## config.mk

```make
export PLATFORM = sky130hd
export DESIGN_NAME = acc_cfg_regs
export DESIGN_NICKNAME = d
export VERILOG_FILES = /design/src/rtl/acc_perm_pkg.sv /design/src/rtl/acc_cfg_regs.sv
export SDC_FILE = /design/constraint.sdc
export NUM_CORES = 1
export LEC_CHECK = 0
export BUFFER_PORTS_ARGS = -buffer_cell sky130_fd_sc_hd__buf_4
export CAP_MARGIN = 5
export CORE_MARGIN = 4
export CORE_UTILIZATION = 55
export CTS_CLUSTER_SIZE = 30
export DETAILED_ROUTE_END_ITERATION = 7
export PLACE_DENSITY_LB_ADDON = 0.2
export SLEW_MARGIN = 20
export SYNTH_ARGS = -nofsm -noshare
export SYNTH_HDL_FRONTEND = slang
export SYNTH_SLANG_ARGS = --single-unit
```

## constraint.sdc

```tcl
create_clock -name clk -period 6.28 [get_ports clk]
set_input_delay 1.256 -clock clk [delete_from_list [all_inputs] [get_ports clk]]
set_output_delay 1.256 -clock clk [all_outputs]
set_load 0.1 [all_outputs]
```

## src/rtl/acc_perm_pkg.sv

```systemverilog
package acc_perm_pkg;
  localparam int WORD_W       = 32;
  localparam int FIELD_W      = 4;
  localparam int CODE_W       = 2;
  localparam int IDX_W        = 3;
  localparam int NUM_DOMAINS  = 1 << IDX_W;
  localparam int NUM_GROUPS   = 1 << IDX_W;
  localparam int DOM_PER_WORD = 8;
  localparam int GRP_PER_WORD = 5;
  localparam int LUT_WORDS    = NUM_GROUPS / 2;
  localparam int HALF_W       = WORD_W / 2;
  localparam int ADDR_W       = 6;
  localparam int DOM_BASE     = 0;
  localparam int GRP_BASE     = 16;
  localparam int LUT_BASE     = 32;
  localparam int CTRL_ADDR    = 48;
  localparam logic [IDX_W-1:0] IDX_LAST = IDX_W'(NUM_DOMAINS - 1);
endpackage

```

## src/rtl/acc_cfg_regs.sv

```systemverilog
module acc_cfg_regs
  import acc_perm_pkg::*;
#(
  parameter int NUM_MASTERS = 16,
  parameter int NUM_SLAVES  = 20
) (
  input  logic                            clk,
  input  logic                            rst_n,
  input  logic                            wr_en,
  input  logic [ADDR_W-1:0]               addr,
  input  logic [WORD_W-1:0]               wdata,
  output logic [WORD_W-1:0]               rdata,
  output logic [NUM_MASTERS*FIELD_W-1:0]  dom_fields,
  output logic [NUM_SLAVES*FIELD_W-1:0]   grp_fields,
  output logic [LUT_WORDS*WORD_W-1:0]     lut_flat,
  output logic                            bypass
);
  localparam int DOM_WORDS = (NUM_MASTERS + DOM_PER_WORD - 1) / DOM_PER_WORD;
  localparam int GRP_WORDS = (NUM_SLAVES + GRP_PER_WORD - 1) / GRP_PER_WORD;

  logic [WORD_W-1:0] dom_q [DOM_WORDS];
  logic [WORD_W-1:0] grp_q [GRP_WORDS];
  logic [WORD_W-1:0] lut_q [LUT_WORDS];
  logic              bypass_q;

  always_ff @(posedge clk or negedge rst_n) begin
    if (!rst_n) begin
      for (int i = 0; i < DOM_WORDS; i++) dom_q[i] <= '0;
      for (int i = 0; i < GRP_WORDS; i++) grp_q[i] <= '0;
      for (int i = 0; i < LUT_WORDS; i++) lut_q[i] <= '0;
      bypass_q <= 1'b0;
    end else if (wr_en) begin
      for (int i = 0; i < DOM_WORDS; i++)
        if (addr == ADDR_W'(DOM_BASE + i)) dom_q[i] <= wdata;
      for (int i = 0; i < GRP_WORDS; i++)
        if (addr == ADDR_W'(GRP_BASE + i)) grp_q[i] <= wdata;
      for (int i = 0; i < LUT_WORDS; i++)
        if (addr == ADDR_W'(LUT_BASE + i)) lut_q[i] <= wdata;
      if (addr == ADDR_W'(CTRL_ADDR)) bypass_q <= wdata[0];
    end
  end

  always_comb begin
    rdata = '0;
    for (int i = 0; i < DOM_WORDS; i++)
      if (addr == ADDR_W'(DOM_BASE + i)) rdata = dom_q[i];
    for (int i = 0; i < GRP_WORDS; i++)
      if (addr == ADDR_W'(GRP_BASE + i)) rdata = grp_q[i];
    for (int i = 0; i < LUT_WORDS; i++)
      if (addr == ADDR_W'(LUT_BASE + i)) rdata = lut_q[i];
    if (addr == ADDR_W'(CTRL_ADDR)) rdata = {{(WORD_W-1){1'b0}}, bypass_q};
  end

  // Field extraction: each ID's nibble is pulled out of its packing word.
  for (genvar m = 0; m < NUM_MASTERS; m++) begin : g_dom
    assign dom_fields[m*FIELD_W +: FIELD_W] =
      dom_q[m / DOM_PER_WORD][(m % DOM_PER_WORD)*FIELD_W +: FIELD_W];
  end
  for (genvar s = 0; s < NUM_SLAVES; s++) begin : g_grp
    assign grp_fields[s*FIELD_W +: FIELD_W] =
      grp_q[s / GRP_PER_WORD][(s % GRP_PER_WORD)*FIELD_W +: FIELD_W];
  end
  for (genvar w = 0; w < LUT_WORDS; w++) begin : g_lut
    assign lut_flat[w*WORD_W +: WORD_W] = lut_q[w];
  end
  assign bypass = bypass_q;

  AST_CTRL_WRITE_LANDS: assert property (@(posedge clk) disable iff (!rst_n)
    (wr_en && addr == ADDR_W'(CTRL_ADDR)) |=> (bypass == $past(wdata[0])));
endmodule

```

======== After elaboration in Yosys (flattened, before gate mapping) ========
Cells that the tools add are included.
word-level totals
  register bits ........................... 321
  input port bits ......................... 41
  output and inout port bits .............. 305
  logic and storage cells ................. 44
cells by class
  equality and inequality tests ........... 10
  mux-type cells .......................... 11
  reductions and logical operators ........ 12
operators by type and width
  operator                                                               count
  32-bit 2-to-1 mux                                                      11
  6-bit equality test, second input constant                             5
  6-bit by 5-bit equality test with 1-bit output, second input constant  4
  2-bit AND reduction                                                    11
  6-bit by 1-bit equality test with 1-bit output, second input constant  1
  6-bit zero test                                                        1

======== Logic depth before layout (Yosys ltp) ========
  depth in word-level cells ............... 12
  gate-level depth with buffers ........... 8
  depth with buffers taken out ............ 5

======== Least setup slack after synthesis ========
Ideal clock, no wire load.
  path kind ............................... input -> output
  start ................................... input addr[1]
  end ..................................... output rdata[30]
  arrival ................................. 4,662 ps
  required time ........................... 5,024 ps
  slack ................................... 362 ps
  stages on the path ...................... 6
  path buffers ............................ 3
  cell sequence ........................... clkbuf_1 -> nor2b_1 -> clkbuf_1 -> buf_1 -> a31oi_1 -> o31ai_1
between the ends
  longest elaborated chain between the ends .. 12
  elaborated cells on any way between the ends .. 22
  those cells by class .................... eq/ne: 10; mux: 11; reduce/logical: 1
RTL lines
  item                            RTL line            RTL
  from (decl)                     acc_cfg_regs.sv:10  input logic [ADDR_W-1:0] addr,
  6-bit zero test                 acc_cfg_regs.sv:46  if (addr == ADDR_W'(DOM_BASE + i)) rdata = dom_q[i];
  32-bit 2-to-1 mux (2 in a row)  acc_cfg_regs.sv:46
  32-bit 2-to-1 mux (4 in a row)  acc_cfg_regs.sv:48  if (addr == ADDR_W'(GRP_BASE + i)) rdata = grp_q[i];
  32-bit 2-to-1 mux (4 in a row)  acc_cfg_regs.sv:50  if (addr == ADDR_W'(LUT_BASE + i)) rdata = lut_q[i];
  32-bit 2-to-1 mux (*)           acc_cfg_regs.sv:51  if (addr == ADDR_W'(CTRL_ADDR)) rdata = {{(WORD_W-1){1'b0}}, bypass_q};
  to (decl)                       acc_cfg_regs.sv:12  output logic [WORD_W-1:0] rdata,
Mark *: on every way between the ends. The rest lies on a longest branch, timed or not.

======== Worst setup path in the final report ========
  start ................................... input addr[0]
  end ..................................... output rdata[8]
The elaborated chain is that of the path after synthesis.

==> out/results.tsv <==
metric	value	unit
status	finished, final reports clean	
Initial Util	56.44	%
clk_lat worst skew	0.50	ns
sequential-to-total area share from yosys stat	52.22	%
fin worst setup slack	1.170	ns
clk root buf	clkbuf_16	
GP Congestion	0.8507	
post-route cell area	18760	um2
antenna-violating nets left	0	
core box area	27250	um2
Area Overhead vs Synth	21.96	%
Power Dens Cells	396.4	nW/um2
clk slew on worst S/H paths	0.06	ns
gr ovfl total	0	
YS warnings	0	
CTS Buf Count	35	
IO buf count	345	
HPWL reported at the end of detailed placement	31010	um
most frequent cells after synthesis	dfrtp_1 (321), mux2_2 (307), buf_4 (84), nand2_1 (70), o21ai_0 (60)	
I/O pins	346	
die area	30710	um2
Synth top area share	52.22	%
fin crit share	81.36	%
count of pins over their slew limit	0	
setup TNS	0	ns
DRT Wirelength	48440	um
Period minus WS final	5.110	ns
drt first pass iters	5	
max-cap violations	0	
Cells after DPL	1784	
GRT Util Overall	30.92	%
Clock Skews	0	ns
fill cell count	2061	
vias in the first global route	11950	
PostCTS Resize Cnt	0	
global-route wire length before repair	73280	um
initial detailed-routing violation count	987	
post-placement setup slack	1.251	ns
worst endpoint required time	5.02	ns
# DRC	0	
largest net degree at the start of global routing	171	
worst-path fanout max	17	
nature of the critical path endpoint	primary output	
async set or reset register ratio after synthesis	100.0	%
Final Hold Fails	0	
leakage power	9.461	nW
ys flop type	dfrtp_1	
clock sinks	321	
cell with the most instances after synthesis	dfrtp_1	
Yosys cell types	50	
H-tree Lvls	2	
Post-synth EDFFs	0	
chip width	175.2	um
RSZ-0062 raised after global routing	false	
Core Util, Final	68.83	%
Final setup viols	0	
clk buf depth	3	
Synth area leader	dfrtp_1	
initial antenna violation count	1	
placed cell areas	17590	um2
Worst Setup Path Type	primary input to primary output	
CTS tree	yes	
Synth Net Count	1281	
synthesized area per cell	12.40	um2
CTS Hold Bufs	0	
FF+latch count, synth	321	
Vias	11440	
WHS	0.5048	ns
Fmax	195.7	MHz
share of cells above drive strength 1	50.95	%
Non-Filler Instances	1847	
Rows	60	
Post-Syn Area	15380	um2
die height	175.2	um
largest cells by area after synthesis	dfrtp_1 (52%), mux2_2 (22%), buf_4 (4.1%)	
Post-CTS Setup Inserts	0	
maximum vdd drop	0.2776	mV
Avg WL per Cell	26.23	um
Hold/Removal Path Class	flop to flop	
vias per cell	6.194	
reg2reg setup slack	5.44	ns
critical path startpoint category	primary input	
Design Power	7.436	mW
Slew @ Worst Pin	1.178	ns
fin nets	1490	
critical path arrival	3.85	ns
Mapped Cells	1240	
max_slew headroom	21.20	%
## cells in the final DEF (no fill, tap or decap), types with 6 or more instances in the layout
cell,instances
a22o_1,25
mux2_1,16
dfrtp_1,321
buf_4,366
a21oi_1,10
clkbuf_1,10
o22ai_1,31
nor2_1,8
o21ai_0,59
mux2_2,307
clkbuf_16,37
nand2_1,64
a22oi_1,52
nand2_2,6
mux2i_1,32
a211oi_1,26
nand3_1,29
## flip-flops by register name, indices dropped and copies added (netlist names)
name,count
bypass,1
dom_fields,64
grp_fields,80
grp_q,48
lut_flat,128
## worst paths after layout
path,cells after the start,startpoint,to
worst max-delay path,8,addr[0],rdata[8]
worst min-delay path,1,grp_q[30]$_DFFE_PN0P_,grp_q[30]$_DFFE_PN0P_
worst max register to register,1,grp_fields[2]$_DFFE_PN0P_,grp_fields[2]$_DFFE_PN0P_
worst min register to register,1,grp_q[30]$_DFFE_PN0P_,grp_q[30]$_DFFE_PN0P_
max in group asynchronous,2,rst_n,lut_flat[13]$_DFFE_PN0P_
min in group asynchronous,1,rst_n,lut_flat[126]$_DFFE_PN0P_
## routing by layer
| metal | share of wire (%) | track usage [%] | routed length [um] | up-vias |
|---|---|---|---|---|
| li1 | - | - | - | 4852 |
| met1 | 40 | 40.64 | 19390 | 5911 |
| met2 | 48 | 49.67 | 23340 | 560 |
| met3 | 7.9 | 7.075 | 3815 | 117 |
| met4 | 3.9 | 13.19 | 1901 | 0 |
| met5 | 0 | 0 | 0 | - |
## power breakdown
| part | internal [mW] | leakage, nW | switching, mW |
|---|---|---|---|
| Clock | 1.26 | 0.562 | 0.824 |
| Sequential | 2.34 | 4.27 | 0.231 |
| Combinational | 0.577 | 4.63 | 2.19 |
## kinds of logic after synthesis
logic type	synth area share [%]
buf+inv	7.386
compound gates	9.892
mux	26.02
simple gates	4.417
flops	52.22
xor+xnor	0.05695
## layout make-up
type | instances | area [um2] | area share [%]
Sequential cell | 321 | 8033 | 42.82
Multi-Input combinational cell | 720 | 6295 | 33.56
Timing Repair Buffer | 368 | 2783 | 14.83
Clock buffer | 52 | 1032 | 5.503
Tap cell | 372 | 465.4 | 2.481
Clock inverter | 10 | 136.4 | 0.7271
Inverter | 3 | 11.26 | 0.06003
Antenna cell | 1 | 2.502 | 0.01334
## critical path, stage by stage
cell and delay [ns]:
buf_4 0.24, or2_2 0.52, nor3b_1 0.17, o21ai_4 0.63, buf_4 0.35, nand3_1 0.16, a22o_1 0.26, buf_4 0.23
Note: power is estimated with default switching activity, not from simulation.
